$ cat config.mk
export PLATFORM = sky130hd
export DESIGN_NAME = irq_status_reg
export DESIGN_NICKNAME = d
export VERILOG_FILES = /design/src/rtl/irq_stat_pkg.sv /design/src/rtl/irq_bus_dec.sv /design/src/rtl/irq_src_bit.sv /design/src/rtl/irq_master_fsm.sv /design/src/rtl/irq_status_reg.sv
export SDC_FILE = /design/constraint.sdc
export NUM_CORES = 1
export LEC_CHECK = 0
export BUFFER_PORTS_ARGS = -buffer_cell sky130_fd_sc_hd__buf_2
export CAP_MARGIN = 20
export CORE_UTILIZATION = 30
export CTS_CLUSTER_DIAMETER = 60
export DETAILED_ROUTE_END_ITERATION = 8
export GPL_ROUTABILITY_DRIVEN = 0
export GPL_TIMING_DRIVEN = 0
export PLACE_DENSITY = 0.77
export RECOVER_POWER = 50
export SLEW_MARGIN = 15
export SYNTH_ARGS = -nofsm -noshare
export SYNTH_HDL_FRONTEND = slang
export SYNTH_SLANG_ARGS = --single-unit
$ cat constraint.sdc
create_clock -name clk -period 3.6 [get_ports clk]
set_input_delay 1.08 -clock clk [delete_from_list [all_inputs] [get_ports clk]]
set_output_delay 1.08 -clock clk [all_outputs]
set_load 0.005 [all_outputs]
$ cat src/rtl/irq_stat_pkg.sv
package irq_stat_pkg;

    localparam int STAT_W     = 16;
    localparam int SRC_N      = 4;
    localparam int MST_POS    = 15;
    localparam int SRC_TOP    = 7;

    localparam logic [STAT_W-1:0] COLD_WORD = 16'h8080;
    localparam logic [STAT_W-1:0] WARM_WORD = 16'h8010;

    // Source index to bit position: read 7, write 6, erase 5, reset 4.
    typedef enum logic [1:0] {
        SRC_RD = 2'd0,
        SRC_WR = 2'd1,
        SRC_ER = 2'd2,
        SRC_RS = 2'd3
    } src_e;

    typedef enum logic {
        MST_IDLE    = 1'b0,
        MST_PENDING = 1'b1
    } mst_state_e;

    function automatic int src_pos(input int idx);
        return SRC_TOP - idx;
    endfunction

endpackage

$ cat src/rtl/irq_bus_dec.sv
module irq_bus_dec
    import irq_stat_pkg::*;
#(
    parameter int                ADDR_W   = 16,
    parameter logic [ADDR_W-1:0] REG_ADDR = 16'hF241
) (
    input  logic [ADDR_W-1:0] bus_addr,
    input  logic              bus_we,
    input  logic [STAT_W-1:0] bus_wdata,
    input  logic              dual_die,
    input  logic              die_sel,
    input  logic              cmd_wr,
    input  logic              auto_mode,
    output logic              addr_hit,
    output logic [SRC_N-1:0]  src_clr,
    output logic              mst_clr
);

    logic wr_ok;
    logic auto_clr;

    always_comb begin
        addr_hit = (bus_addr == REG_ADDR);
        wr_ok    = bus_we && addr_hit && (!dual_die || die_sel);
        auto_clr = cmd_wr && auto_mode;
        mst_clr  = auto_clr || (wr_ok && !bus_wdata[MST_POS]);
    end

    for (genvar gi = 0; gi < SRC_N; gi++) begin : g_clr
        localparam int POS = src_pos(gi);
        assign src_clr[gi] = auto_clr || (wr_ok && !bus_wdata[POS]);
    end

endmodule

$ cat src/rtl/irq_src_bit.sv
module irq_src_bit #(
    parameter logic DEF_COLD = 1'b0,
    parameter logic DEF_WARM = 1'b0
) (
    input  logic clk,
    input  logic rst,
    input  logic rst_warm,
    input  logic set_i,
    input  logic clr_i,
    output logic q_o,
    output logic nxt_o
);

    always_comb begin
        if (rst) begin
            nxt_o = rst_warm ? DEF_WARM : DEF_COLD;
        end else if (set_i) begin
            nxt_o = 1'b1;
        end else if (clr_i) begin
            nxt_o = 1'b0;
        end else begin
            nxt_o = q_o;
        end
    end

    always_ff @(posedge clk) begin
        q_o <= nxt_o;
    end

endmodule

$ cat src/rtl/irq_master_fsm.sv
module irq_master_fsm
    import irq_stat_pkg::*;
(
    input  logic       clk,
    input  logic       rst,
    input  logic       any_src_next,
    input  logic       clr_i,
    output mst_state_e state_o,
    output logic       master_o
);

    mst_state_e state_q;
    mst_state_e state_d;

    always_comb begin
        state_d = state_q;
        unique case (state_q)
            MST_IDLE: begin
                if (any_src_next) state_d = MST_PENDING;      // T_RAISE
            end
            MST_PENDING: begin
                if (clr_i && !any_src_next) state_d = MST_IDLE; // T_ACK
            end
            default: state_d = MST_PENDING;
        endcase
        if (rst) state_d = MST_PENDING;                      // T_RESET
    end

    always_ff @(posedge clk) begin
        state_q <= state_d;
    end

    always_comb begin
        state_o = state_q;
        unique case (state_q)
            MST_IDLE:    master_o = 1'b0;
            MST_PENDING: master_o = 1'b1;
            default:     master_o = 1'b1;
        endcase
    end

endmodule

$ cat src/rtl/irq_status_reg.sv
module irq_status_reg
    import irq_stat_pkg::*;
#(
    parameter int                ADDR_W   = 16,
    parameter logic [ADDR_W-1:0] REG_ADDR = 16'hF241
) (
    input  logic              clk,
    input  logic              rst,
    input  logic              rst_warm,
    input  logic [ADDR_W-1:0] bus_addr,
    input  logic              bus_we,
    input  logic [STAT_W-1:0] bus_wdata,
    output logic [STAT_W-1:0] bus_rdata,
    input  logic              ev_read,
    input  logic              ev_write,
    input  logic              ev_erase,
    input  logic              ev_reset,
    input  logic              cmd_wr,
    input  logic              auto_mode,
    input  logic              pin_pol,
    input  logic              dual_die,
    input  logic              die_sel,
    output logic              irq_pin
);

    logic [SRC_N-1:0]  src_set;
    logic [SRC_N-1:0]  src_clr;
    logic [SRC_N-1:0]  src_q;
    logic [SRC_N-1:0]  src_nxt;
    logic              mst_clr;
    logic              addr_hit;
    logic              master;
    mst_state_e        mst_state;
    logic [STAT_W-1:0] stat_q;

    always_comb begin
        src_set         = '0;
        src_set[SRC_RD] = ev_read;
        src_set[SRC_WR] = ev_write;
        src_set[SRC_ER] = ev_erase;
        src_set[SRC_RS] = ev_reset;
    end

    irq_bus_dec #(
        .ADDR_W   (ADDR_W),
        .REG_ADDR (REG_ADDR)
    ) u_dec (
        .bus_addr  (bus_addr),
        .bus_we    (bus_we),
        .bus_wdata (bus_wdata),
        .dual_die  (dual_die),
        .die_sel   (die_sel),
        .cmd_wr    (cmd_wr),
        .auto_mode (auto_mode),
        .addr_hit  (addr_hit),
        .src_clr   (src_clr),
        .mst_clr   (mst_clr)
    );

    for (genvar gi = 0; gi < SRC_N; gi++) begin : g_src
        localparam int   POS = src_pos(gi);
        localparam logic DC  = COLD_WORD[POS];
        localparam logic DW  = WARM_WORD[POS];
        irq_src_bit #(
            .DEF_COLD (DC),
            .DEF_WARM (DW)
        ) u_bit (
            .clk      (clk),
            .rst      (rst),
            .rst_warm (rst_warm),
            .set_i    (src_set[gi]),
            .clr_i    (src_clr[gi]),
            .q_o      (src_q[gi]),
            .nxt_o    (src_nxt[gi])
        );
    end

    irq_master_fsm u_mst (
        .clk          (clk),
        .rst          (rst),
        .any_src_next (|src_nxt),
        .clr_i        (mst_clr),
        .state_o      (mst_state),
        .master_o     (master)
    );

    always_comb begin
        stat_q          = '0;
        stat_q[MST_POS] = master;
        for (int i = 0; i < SRC_N; i++) begin
            stat_q[src_pos(i)] = src_q[i];
        end
    end

    assign bus_rdata = addr_hit ? stat_q : '0;
    assign irq_pin   = pin_pol ? master : ~master;

endmodule

==> run metrics <==
outcome completed; final core occ 0.546; first-pass GRT wire length 1.39 mm; Least-Margin Pin Slew 681 ps; clock power share 0.384; total track usage 0.134; library cells used by synthesis 25; CTS buffer count 3; hold crit path type flip-flop to flip-flop; share of the synthesized area in the top cell type 0.220; Final Hold Fails 0; via count 527; Logic pwr share 0.263; fin crit period 3500 ps; EDFF count, synth 0; CP max-delay cell or4_1; dpl cells 116; hpwl dp 911 um; clock latency on the worst-skew pair 240 ps; area occupied by multi-input gates 289 sq um; drt initial violations 3; CTS root buffer clkbuf_4; WL/cell 9.23 um; total grt overflow 0; CTS tree yes; most used cell, CP buf_2; Post-Route WL 1.13 mm; Synth Warn # 0; WP data required 2520 ps; Reg area 100 sq um; die extent in y 40.9 um; Area growth, synth to finish 62.3%; xor and xnor area share after synthesis 0.0193; Synth Area in Compound Gates 0.140; IO Count 62; fin cells 122; Int Power 0.129 mW; mux cell area share after synthesis 0; RSZ-0062 raised after global routing false; drt drc 0; number of port buffers 38; CORE AREA 0.00135 sq mm; Final period util 0.973; Mean Syn Cell Area 8.57 sq um; H-tree depth 1; sequential share of power 0.353; Post-Synthesis Cells 53; post-synth top area cell dfxtp_1; switching power total 0.0441 mW; switching share of power 0.255; area share of fa/ha/maj cells after synthesis 0; synth cell count leaders 11 x buf_4, 5 x and2_2, 5 x dfxtp_1; initial antenna violation count 0; FMAX 286 MHz; crit-path cells buf_2 > or4_1 > nor4_4 > buf_4 > and2_2 > buf_2; async set or reset register ratio after synthesis 0; fillers 139; clk_skew 4.90 ps; sequential-to-total area share from yosys stat 0.220; Yosys reg bits 5; mapped cell area 454 sq um; Max FO, Critical Path 8; Tot Pwr 0.173 mW; Final ANT Viol Nets 0; Critical Path AT 2420 ps; final setup vio count 0; Worst-path clk slew 40 ps; CP Launch Type input pin; cell with the most instances after synthesis buf_4; Clock Tree Buf Depth 2; via density per instance 4.32; final slew viol count 0; Slew HR 0.542; total clock sinks 5; leakage power 0.425 nW; pin count of the biggest net entering global routing 10; maxcap violations 0; Post-DP Area 701 sq um; CP Class input pin to primary output; die area 0.00167 sq mm; simple-gate share of the synthesized area 0.386; Post-synth top flop dfxtp_1; Final Cell Area 737 sq um; Initial DRT Pass Iterations 4; final-stage net count 153; layout cells sized above 1 0.598; vias in the first global route 400; Max IR drop VDD 0.152 mV; row cnt 13; starting density of the core 0.336; PD cells 235 mW/mm^2; antenna cells 0; Crit path largest cell delay 570 ps; width of the die 40.9 um; Setup crit end kind primary output; largest family of logic cells by synthesized area simple AND/OR/NAND/NOR gates; Area contributors post-synth dfxtp_1 22%, buf_4 18%, and2_2 8.3%
## layer usage
layer  share of wire  up-vias  track usage  routed length (um)
li1                -      273            -                   -
met5               0        -            0                   0
met1            0.40      211        0.124                 447
met4          0.0062        0        0.100                   7
met3            0.17        2       0.0326                 192
met2            0.42       41        0.246                 478
## stage by stage
| stage | TNS [ps] | hold WS, ps | setup WS [ps] |
|---|---|---|---|
| after floorplan | 0 | 470 | 287 |
| after global placement | -229 | 496 | -53.8 |
| after detailed placement | -259 | 501 | -58.0 |
| after CTS | 0 | 511 | 94.9 |
| after global routing | 0 | 538 | 31.4 |
| final | 0 | 513 | 98.9 |
## cells by family after synthesis
| family | Yosys count |
|---|---|
| xor gates and xnor gates | 1 |
| and+or+nand+nor | 22 |
| AOI/OAI and AO/OA | 8 |
| buffers and inverters | 16 |
| DFF | 5 |
| other | 1 |
## what timing repair did
item | CTS | global route
hold buffers | 0 | 0
setup endpoints to repair | 5 | 0
resized for setup | 0 | 0
endpoints found under the hold margin | 0 | 0
buffers inserted | 2 | 0
## power by group through the flow
stage	combinational, mW	sequential (mW)	clock (mW)
after floorplan	0.0262	0.0615	0
after global placement	0.0447	0.0619	0
after detailed placement	0.0455	0.0620	0
after CTS	0.0455	0.0611	0.0680
after global routing	0.0516	0.0614	0.0746
final	0.0455	0.0611	0.0665
## layout make-up
cell class / count / area share
multi-input combinational: 42 / 0.392
inverter: 4 / 0.0204
buffer: 12 / 0.119
sequential: 5 / 0.136
timing repair buffer: 40 / 0.272
tap: 15 / 0.0255
clock buffer: 4 / 0.0357
## cells in the final DEF, fill, tap and decap left out, drive strengths merged, types with 3 or more instances in the layout
| cell | n |
|---|---|
| inv | 4 |
| dfxtp | 5 |
| a31oi | 4 |
| buf | 50 |
| and2 | 5 |
| conb | 11 |
| nand3b | 3 |
| clkbuf | 6 |
## flip-flops by register name, summed over array words and instances, names as in the netlist
| name | count |
|---|---|
| u_mst.state_o | 1 |
| g_src.u_bit.q_o | 4 |
## worst max-delay path, delay by kind of cell
kind                   cells  cell delay, ps
buffers and inverters      3             370
and+or+nand+nor            3             970
## final timing paths
path / end / from / depth (start not counted) / slack (ps)
worst max-delay path: bus_rdata[4] / bus_addr[3] / 6 / 100
worst min-delay path: u_mst.state_o$_SDFF_PP1_ / g_src[1].u_bit.q_o$_DFF_P_ / 2 / 510
worst max register to register: u_mst.state_o$_SDFF_PP1_ / g_src[0].u_bit.q_o$_DFF_P_ / 4 / 2650
worst min register to register: u_mst.state_o$_SDFF_PP1_ / g_src[1].u_bit.q_o$_DFF_P_ / 2 / 510
(Power assumes the default switching activity.)
